<file path="src/rtl/s2inv_pkg.sv">
package s2inv_pkg;
  parameter int VMID_W = 16;
  parameter int PN_W   = 44;

  typedef struct packed {
    logic              valid;
    logic [VMID_W-1:0] vmid;
    logic              space;
    logic [PN_W-1:0]   pn;
    logic [1:0]        gran;
    logic [1:0]        lvl;
    logic              xs;
  } ent_t;

  // Page-number bits that take part in the compare for a block of the given
  // granule and level (bit 0 of the page number is address bit 12).
  function automatic logic [PN_W-1:0] keep_mask(input logic [1:0] gran,
                                                input logic [1:0] lvl);
    int up;
    int drop;
    up = 3 - int'(lvl);
    case (gran)
      2'b10:   drop = 2 + 11 * up;
      2'b11:   drop = 4 + 13 * up;
      default: drop = 9 * up;
    endcase
    return {PN_W{1'b1}} << drop;
  endfunction
endpackage

</file>
<file path="src/rtl/s2inv_hint_dec.sv">
module s2inv_hint_dec (
  input  logic [3:0] ttl,
  input  logic       lpa_en,
  output logic       hint_on,
  output logic [1:0] hint_gran,
  output logic [1:0] hint_lvl
);
  always_comb begin
    hint_on = 1'b1;
    case (ttl[3:2])
      2'b00: hint_on = 1'b0;
      2'b01: if (ttl[1:0] == 2'd0 && !lpa_en) hint_on = 1'b0;
      2'b10: if (ttl[1:0] == 2'd0 || (ttl[1:0] == 2'd1 && !lpa_en)) hint_on = 1'b0;
      default: if (ttl[1:0] == 2'd0) hint_on = 1'b0;
    endcase
    hint_gran = hint_on ? ttl[3:2] : 2'b00;
    hint_lvl  = hint_on ? ttl[1:0] : 2'b00;
  end
endmodule

</file>
<file path="src/rtl/s2inv_entry.sv">
module s2inv_entry
  import s2inv_pkg::*;
(
  input  logic              clk,
  input  logic              rst,
  input  logic              fill_we,
  input  ent_t              fill_ent,
  input  logic              inv_fire,
  input  logic [VMID_W-1:0] inv_vmid,
  input  logic              inv_space,
  input  logic [PN_W-1:0]   inv_pn,
  input  logic              hint_on,
  input  logic [1:0]        hint_gran,
  input  logic [1:0]        hint_lvl,
  input  logic [VMID_W-1:0] lk_vmid,
  input  logic              lk_space,
  input  logic [PN_W-1:0]   lk_pn,
  output logic              inv_hit,
  output logic              lk_hit,
  output logic              ent_xs
);
  ent_t            ent_q;
  logic [PN_W-1:0] keep;
  logic            hint_ok;

  assign keep    = keep_mask(ent_q.gran, ent_q.lvl);
  assign hint_ok = !hint_on || (ent_q.gran == hint_gran && ent_q.lvl == hint_lvl);
  assign inv_hit = ent_q.valid && ent_q.vmid == inv_vmid && ent_q.space == inv_space &&
                   ((ent_q.pn ^ inv_pn) & keep) == '0 && hint_ok;
  assign lk_hit  = ent_q.valid && ent_q.vmid == lk_vmid && ent_q.space == lk_space &&
                   ((ent_q.pn ^ lk_pn) & keep) == '0;
  assign ent_xs  = ent_q.xs;

  // Invalidate beats a same-cycle fill.
  always_ff @(posedge clk) begin
    if (rst)                      ent_q <= '0;
    else if (inv_fire && inv_hit) ent_q.valid <= 1'b0;
    else if (fill_we)             ent_q <= fill_ent;
  end

  assert_cleared_no_hit_R3: assert property (@(posedge clk) disable iff (rst)
    (inv_fire && inv_hit && !fill_we) |=> !lk_hit);
  assert_fill_loses_R11: assert property (@(posedge clk) disable iff (rst)
    (inv_fire && inv_hit && fill_we) |=> !inv_hit);
endmodule

</file>
<file path="src/rtl/s2inv_drain.sv">
module s2inv_drain #(
  parameter int NUM_ENT = 8,
  parameter int CNT_W   = 4,
  localparam int IDX_W  = $clog2(NUM_ENT)
) (
  input  logic               clk,
  input  logic               rst,
  input  logic               iss_valid,
  input  logic [IDX_W-1:0]   iss_idx,
  input  logic               iss_xs,
  input  logic               ret_valid,
  input  logic [IDX_W-1:0]   ret_idx,
  input  logic               ret_xs,
  input  logic               start,
  input  logic [NUM_ENT-1:0] start_mask,
  input  logic               start_xs_only,
  output logic               busy,
  output logic               done
);
  logic [NUM_ENT-1:0] pend_q;
  logic [NUM_ENT-1:0] clear_v;
  logic               xs_only_q;
  logic               busy_q;
  logic               done_q;

  for (genvar i = 0; i < NUM_ENT; i++) begin : g_cnt
    logic [CNT_W-1:0] c0_q, c1_q;
    logic inc0, inc1, dec0, dec1;
    assign inc0 = iss_valid && iss_idx == IDX_W'(i) && !iss_xs;
    assign inc1 = iss_valid && iss_idx == IDX_W'(i) &&  iss_xs;
    assign dec0 = ret_valid && ret_idx == IDX_W'(i) && !ret_xs;
    assign dec1 = ret_valid && ret_idx == IDX_W'(i) &&  ret_xs;

    always_ff @(posedge clk) begin
      if (rst) begin
        c0_q <= '0;
        c1_q <= '0;
      end else begin
        if (inc0 && !dec0)      c0_q <= c0_q + 1'b1;
        else if (dec0 && !inc0) c0_q <= c0_q - 1'b1;
        if (inc1 && !dec1)      c1_q <= c1_q + 1'b1;
        else if (dec1 && !inc1) c1_q <= c1_q - 1'b1;
      end
    end

    assign clear_v[i] = !pend_q[i] || (c0_q == '0 && (xs_only_q || c1_q == '0));

    assert_no_underflow_R9: assert property (@(posedge clk) disable iff (rst)
      ((dec0 && !inc0) |-> c0_q != '0) and ((dec1 && !inc1) |-> c1_q != '0));
    assert_no_overflow_R9: assert property (@(posedge clk) disable iff (rst)
      ((inc0 && !dec0) |-> c0_q != '1) and ((inc1 && !dec1) |-> c1_q != '1));
  end

  always_ff @(posedge clk) begin
    if (rst) begin
      busy_q    <= 1'b0;
      done_q    <= 1'b0;
      pend_q    <= '0;
      xs_only_q <= 1'b0;
    end else begin
      done_q <= 1'b0;
      if (start) begin
        busy_q    <= 1'b1;
        pend_q    <= start_mask;
        xs_only_q <= start_xs_only;
      end else if (busy_q && &clear_v) begin
        busy_q <= 1'b0;
        done_q <= 1'b1;
        pend_q <= '0;
      end
    end
  end

  assign busy = busy_q;
  assign done = done_q;

  assert_done_one_cycle_R8: assert property (@(posedge clk) disable iff (rst)
    done_q |=> !done_q);
  assert_done_after_wait_R9: assert property (@(posedge clk) disable iff (rst)
    done_q |-> !busy_q && $past(busy_q));
endmodule

</file>
<file path="src/rtl/s2_tlb_inval.sv">
module s2_tlb_inval
  import s2inv_pkg::*;
#(
  parameter int NUM_ENT = 8,
  parameter int CNT_W   = 4,
  localparam int IDX_W  = $clog2(NUM_ENT)
) (
  input  logic              clk,
  input  logic              rst,
  input  logic              lpa_en,
  input  logic              fill_valid,
  input  logic [IDX_W-1:0]  fill_idx,
  input  logic [VMID_W-1:0] fill_vmid,
  input  logic              fill_space,
  input  logic [PN_W-1:0]   fill_pn,
  input  logic [1:0]        fill_gran,
  input  logic [1:0]        fill_lvl,
  input  logic              fill_xs,
  input  logic              lk_valid,
  input  logic [VMID_W-1:0] lk_vmid,
  input  logic              lk_space,
  input  logic [PN_W-1:0]   lk_pn,
  output logic              lk_hit,
  output logic [IDX_W-1:0]  lk_idx,
  output logic              lk_xs,
  input  logic              iss_valid,
  input  logic [IDX_W-1:0]  iss_idx,
  input  logic              iss_xs,
  input  logic              ret_valid,
  input  logic [IDX_W-1:0]  ret_idx,
  input  logic              ret_xs,
  input  logic              inv_valid,
  output logic              inv_ready,
  input  logic [127:0]      inv_op,
  input  logic              inv_xs_only,
  input  logic [VMID_W-1:0] inv_vmid,
  input  logic              inv_req_nonsec,
  output logic              inv_done
);
  logic               hint_on;
  logic [1:0]         hint_gran, hint_lvl;
  logic               tgt_space;
  logic [PN_W-1:0]    op_pn;
  logic               inv_fire;
  logic               busy;
  ent_t               fill_ent;
  logic [NUM_ENT-1:0] inv_hit_v, lk_hit_v, xs_v;
  logic               lk_any, lk_sel_xs;
  logic [IDX_W-1:0]   lk_sel;
  logic               lk_hit_q, lk_xs_q;
  logic [IDX_W-1:0]   lk_idx_q;
  logic               rsvd_unused;

  assign rsvd_unused = ^{inv_op[127:108], inv_op[62:48], inv_op[43:0]};
  assign op_pn     = inv_op[107:64];
  assign tgt_space = inv_req_nonsec ? 1'b1 : inv_op[63];
  assign inv_ready = !busy;
  assign inv_fire  = inv_valid && inv_ready;

  s2inv_hint_dec u_hint (
    .ttl(inv_op[47:44]), .lpa_en(lpa_en),
    .hint_on(hint_on), .hint_gran(hint_gran), .hint_lvl(hint_lvl)
  );

  always_comb begin
    fill_ent       = '0;
    fill_ent.valid = 1'b1;
    fill_ent.vmid  = fill_vmid;
    fill_ent.space = fill_space;
    fill_ent.pn    = fill_pn;
    fill_ent.gran  = fill_gran;
    fill_ent.lvl   = fill_lvl;
    fill_ent.xs    = fill_xs;
  end

  for (genvar i = 0; i < NUM_ENT; i++) begin : g_ent
    s2inv_entry u_ent (
      .clk(clk), .rst(rst),
      .fill_we(fill_valid && fill_idx == IDX_W'(i)), .fill_ent(fill_ent),
      .inv_fire(inv_fire), .inv_vmid(inv_vmid), .inv_space(tgt_space), .inv_pn(op_pn),
      .hint_on(hint_on), .hint_gran(hint_gran), .hint_lvl(hint_lvl),
      .lk_vmid(lk_vmid), .lk_space(lk_space), .lk_pn(lk_pn),
      .inv_hit(inv_hit_v[i]), .lk_hit(lk_hit_v[i]), .ent_xs(xs_v[i])
    );
  end

  always_comb begin
    lk_any    = 1'b0;
    lk_sel    = '0;
    lk_sel_xs = 1'b0;
    for (int i = NUM_ENT - 1; i >= 0; i--) begin
      if (lk_hit_v[i]) begin
        lk_any    = 1'b1;
        lk_sel    = IDX_W'(i);
        lk_sel_xs = xs_v[i];
      end
    end
  end

  always_ff @(posedge clk) begin
    if (rst) begin
      lk_hit_q <= 1'b0;
      lk_idx_q <= '0;
      lk_xs_q  <= 1'b0;
    end else begin
      lk_hit_q <= lk_valid && lk_any;
      lk_idx_q <= lk_sel;
      lk_xs_q  <= lk_sel_xs;
    end
  end

  assign lk_hit = lk_hit_q;
  assign lk_idx = lk_idx_q;
  assign lk_xs  = lk_xs_q;

  s2inv_drain #(.NUM_ENT(NUM_ENT), .CNT_W(CNT_W)) u_drain (
    .clk(clk), .rst(rst),
    .iss_valid(iss_valid), .iss_idx(iss_idx), .iss_xs(iss_xs),
    .ret_valid(ret_valid), .ret_idx(ret_idx), .ret_xs(ret_xs),
    .start(inv_fire), .start_mask(inv_hit_v), .start_xs_only(inv_xs_only),
    .busy(busy), .done(inv_done)
  );

  assert_ready_drops_R10: assert property (@(posedge clk) disable iff (rst)
    inv_fire |=> !inv_ready);
  assert_level0_gated_R7: assert property (@(posedge clk) disable iff (rst)
    (hint_on && hint_lvl == 2'd0) |-> (lpa_en && hint_gran == 2'b01));
  assert_hit_needs_query_R2: assert property (@(posedge clk) disable iff (rst)
    lk_hit |-> $past(lk_valid));
endmodule

</file>
<file path="config.mk">
export PLATFORM = sky130hd
export DESIGN_NAME = s2_tlb_inval
export DESIGN_NICKNAME = d
export VERILOG_FILES = /design/src/rtl/s2inv_pkg.sv /design/src/rtl/s2inv_hint_dec.sv /design/src/rtl/s2inv_entry.sv /design/src/rtl/s2inv_drain.sv /design/src/rtl/s2_tlb_inval.sv
export SDC_FILE = /design/constraint.sdc
export NUM_CORES = 2
export LEC_CHECK = 0
export ABC_AREA = 0
export BUFFER_PORTS_ARGS = -buffer_cell sky130_fd_sc_hd__buf_4
export CORE_MARGIN = 2
export CORE_UTILIZATION = 60
export CTS_BUF_LIST = sky130_fd_sc_hd__clkbuf_16
export CTS_CLUSTER_SIZE = 20
export DETAILED_ROUTE_END_ITERATION = 6
export PLACE_DENSITY = 0.83
export SYNTH_ARGS = -nofsm -noshare
export SYNTH_HDL_FRONTEND = slang
export SYNTH_SLANG_ARGS = --single-unit
</file>
<file path="constraint.sdc">
create_clock -name clk -period 4.4 [get_ports clk]
set_input_delay 0.44 -clock clk [delete_from_list [all_inputs] [get_ports clk]]
set_output_delay 0.44 -clock clk [all_outputs]
set_load 0.01 [all_outputs]
</file>
==> flow_summary.json <==
{
  "outcome": "finished, final reports clean",
  "wire_per_inst_um": 32.24,
  "fin_area_sq_mm": 0.04820,
  "totalWireLength_mm": 198.6,
  "peakVddDrop_v": 0.0002924,
  "clock_sinks": 616,
  "p_sw_share_pct": 31.63,
  "coreArea_sq_mm": 0.07149,
  "finalMaxSlewViolations": 0,
  "yosysWarnings": 0,
  "worst-path-max-fanout": 8,
  "fp.dieW_um": 272.6,
  "power.share.sequential_pct": 39.6,
  "postSynth.topFlopCell": "dfxtp_1",
  "final_layout_size_suffix_gt1_share_pct": 10.86,
  "startpoint_type": "flop",
  "synth_common_cells": "nor2_1 (721), dfxtp_1 (616), xnor2_1 (595)",
  "synthArstFlopShare_pct": 0,
  "num-nets-final": 5545,
  "holdBufCountCts": 0,
  "via_per_inst": 6.765,
  "relSlewSlack_pct": 25.27,
  "dp_hpwl_mm": 140.3,
  "htreeDepth": 3,
  "cts_tree": "done",
  "vias": 41680,
  "fp.dieH_um": 272.6,
  "gp_congestion": 1.088,
  "fmax_ghz": 0.2294,
  "first_pass_iters": 6,
  "num_rows": 98,
  "areaGrowthSynthToFinish_pct": 11.34,
  "finalHoldViolCount": 0,
  "clk_pin_slew_ps": 60,
  "min_period_ps": 4359,
  "syn_nets": 5492,
  "clk_latency_ps": 650,
  "port_buffers": 219,
  "grt_max_degree": 197,
  "syn_inst": 5096,
  "min_path_type": "input pin to flop",
  "power_density_mw_per_mm2": 307.7,
  "final_core_util_pct": 67.43,
  "ys_seq_area_share_pct": 28.48,
  "cts-buffers-inserted": 72,
  "setup-tns-final_ps": 0,
  "grt_overflow": 0,
  "internal_power_w": 0.01014,
  "dieArea_sq_mm": 0.07432,
  "p_switching_w": 0.004692,
  "synth_cell_types": 98,
  "worst_slew_pin_slew_ps": 1093,
  "p_clk_share_pct": 41.4,
  "grt_usage_pct": 51.81,
  "synth.area.top_cells": "dfxtp_1 (28%), mux2i_1 (13%), xnor2_1 (12%)",
  "syn_area_per_cell_sq_um": 8.495,
  "clock_skew_ps": 34.08,
  "rsz0062_at_grt": "no",
  "antenna_found_initial": 14,
  "ant_nets": 0,
  "grt_pass1_wl_mm": 276.5,
  "synth_top_area_share_pct": 28.48,
  "grt_pass1_vias": 38451,
  "dpl_cell_area_sq_mm": 0.04585,
  "remaining_drc_errors": 0,
  "cts_root_buffer": "clkbuf_16",
  "ctsLongestPathBuffers": 3,
  "syn_area_sq_mm": 0.04329,
  "yosys.area.top_type": "dfxtp_1",
  "p_comb_share_pct": 19.1,
  "synth_edf_count": 0,
  "fin_crit_sh_pct": 99.07,
  "setup_viol": 0,
  "ys_ff_latch": 616,
  "end_kind": "flop",
  "cap_violations": 0,
  "drt_iter0_markers": 6213,
  "initial_core_util_pct": 60.56,
  "yosysMostFrequentCell": "nor2_1",
  "crit_type": "flop to flop",
  "crit_required_ps": 4850,
  "fillerInstances": 5929,
  "cp.arrival_ps": 4810,
  "leakage_nw": 20.58,
  "ios": 299
}
==> cells in the final DEF, fill, tap and decap left out, types with 26 or more instances in the layout <==
| master | count |
|---|---|
| nand3_1 | 85 |
| clkbuf_16 | 73 |
| o211ai_1 | 26 |
| nor3_1 | 71 |
| nor4_1 | 63 |
| xor2_1 | 460 |
| nand4_1 | 72 |
| dfxtp_1 | 616 |
| inv_1 | 61 |
| o31ai_1 | 35 |
| o22ai_1 | 32 |
| nor2_1 | 721 |
| nand2_1 | 143 |
| a21o_1 | 34 |
| mux2i_1 | 557 |
| buf_4 | 382 |
| ha_1 | 87 |
| a2111oi_0 | 26 |
| nand2b_1 | 48 |
| a31oi_1 | 39 |
| nor2b_1 | 28 |
| o21ai_0 | 179 |
| a21oi_1 | 228 |
| xnor2_1 | 595 |
==> through the flow <==
step | hold slack [ps] | power [W] | std cells | worst slack (ps)
after CTS | 43.64 | 0.01462 | 6154 | 181.6
after detailed placement | 460.8 | 0.008629 | 6025 | 193.8
after global placement | 445.4 | 0.008600 | 6025 | 271.2
after floorplan | 435.7 | 0.007568 | 5096 | 510.0
final | 62.91 | 0.01483 | 6161 | 41.05
after global routing | 68.22 | 0.01509 | 6154 | 17.67
==> repair_timing <==
item | CTS | global route
buffers inserted | 0 | 0
endpoints found under the setup margin | 0 | 23
gates resized for setup | 0 | 6
hold endpoints to repair | 0 | 0
==> area by class of cell <==
cell class | instances | area (sq um) | share of cell area [%]
Multi-Input combinational cell | 4001 | 28850 | 59.86
Sequential cell | 616 | 12330 | 25.58
Timing Repair Buffer | 403 | 3283 | 6.811
Inverter | 55 | 206.4 | 0.4283
Antenna cell | 7 | 17.52 | 0.03634
Clock inverter | 56 | 495.5 | 1.028
Tap cell | 950 | 1189 | 2.466
Clock buffer | 73 | 1827 | 3.790
==> power groups by stage <==
stage	clock network, W	logic (W)	registers, W
global route	0.00634	0.00287	0.00588
CTS	0.00610	0.00266	0.00586
floorplan	0	0.00162	0.00595
global placement	0	0.00262	0.00598
finish	0.00614	0.00283	0.00587
detailed placement	0	0.00264	0.00598
==> layer usage <==
| layer | up-vias | global-route usage, % | share of wire (%) |
|---|---|---|---|
| met3 | 894 | 21.41 | 15 |
| met4 | 18 | 38.85 | 8.9 |
| met1 | 19806 | 63.94 | 36 |
| li1 | 17810 | - | - |
| met2 | 3152 | 71.49 | 39 |
| met5 | - | 1.155 | 0.10 |
==> final timing paths <==
path,from,end,slack [ps],cells after the start
worst max-delay path,g_ent[6].u_ent.ent_q[1],lk_xs,40,14
worst min-delay path,lk_valid,lk_hit,60,3
worst max register to register,g_ent[6].u_ent.ent_q[1],lk_xs,40,14
worst min register to register,u_drain.pend_q[1],u_drain.pend_q[1],470,2
==> registers in the layout, summed over array words and instances, names as in the netlist <==
register,count
u_drain.g_cnt.c0_q,32
u_drain.g_cnt.c1_q,32
lk_xs,1
g_ent.u_ent.ent_xs,8
u_drain.xs_only_q,1
lk_idx,3
u_drain.pend_q,8
u_drain.busy,1
lk_hit,1
u_drain.done,1
g_ent.u_ent.ent_q,528
==> critical path, cell delays in order (launching register included) <==
cell       delay, ps
dfxtp_1          310
inv_1             70
buf_4            150
ha_1             360
a22o_1           210
a221o_1          320
nor3b_1           90
a2111oi_1        680
o211ai_1         240
a2111oi_0        610
buf_4            230
nand4_1          260
or2_2            380
a21oi_1          140
o32ai_1          110
==> kinds of logic (layout without fill, tap and decap cells) <==
family	count (synthesis)	after routing	share of synthesized area, %
simple gates	1417	1417	15.64
xor+xnor	1055	1055	21.34
compound gates	860	860	13.14
flops	616	616	28.48
mux	565	565	13.09
buf+inv	479	587	5.029
fa+ha+maj	104	104	3.283
other cells	0	7	0
(Power assumes the default switching activity.)
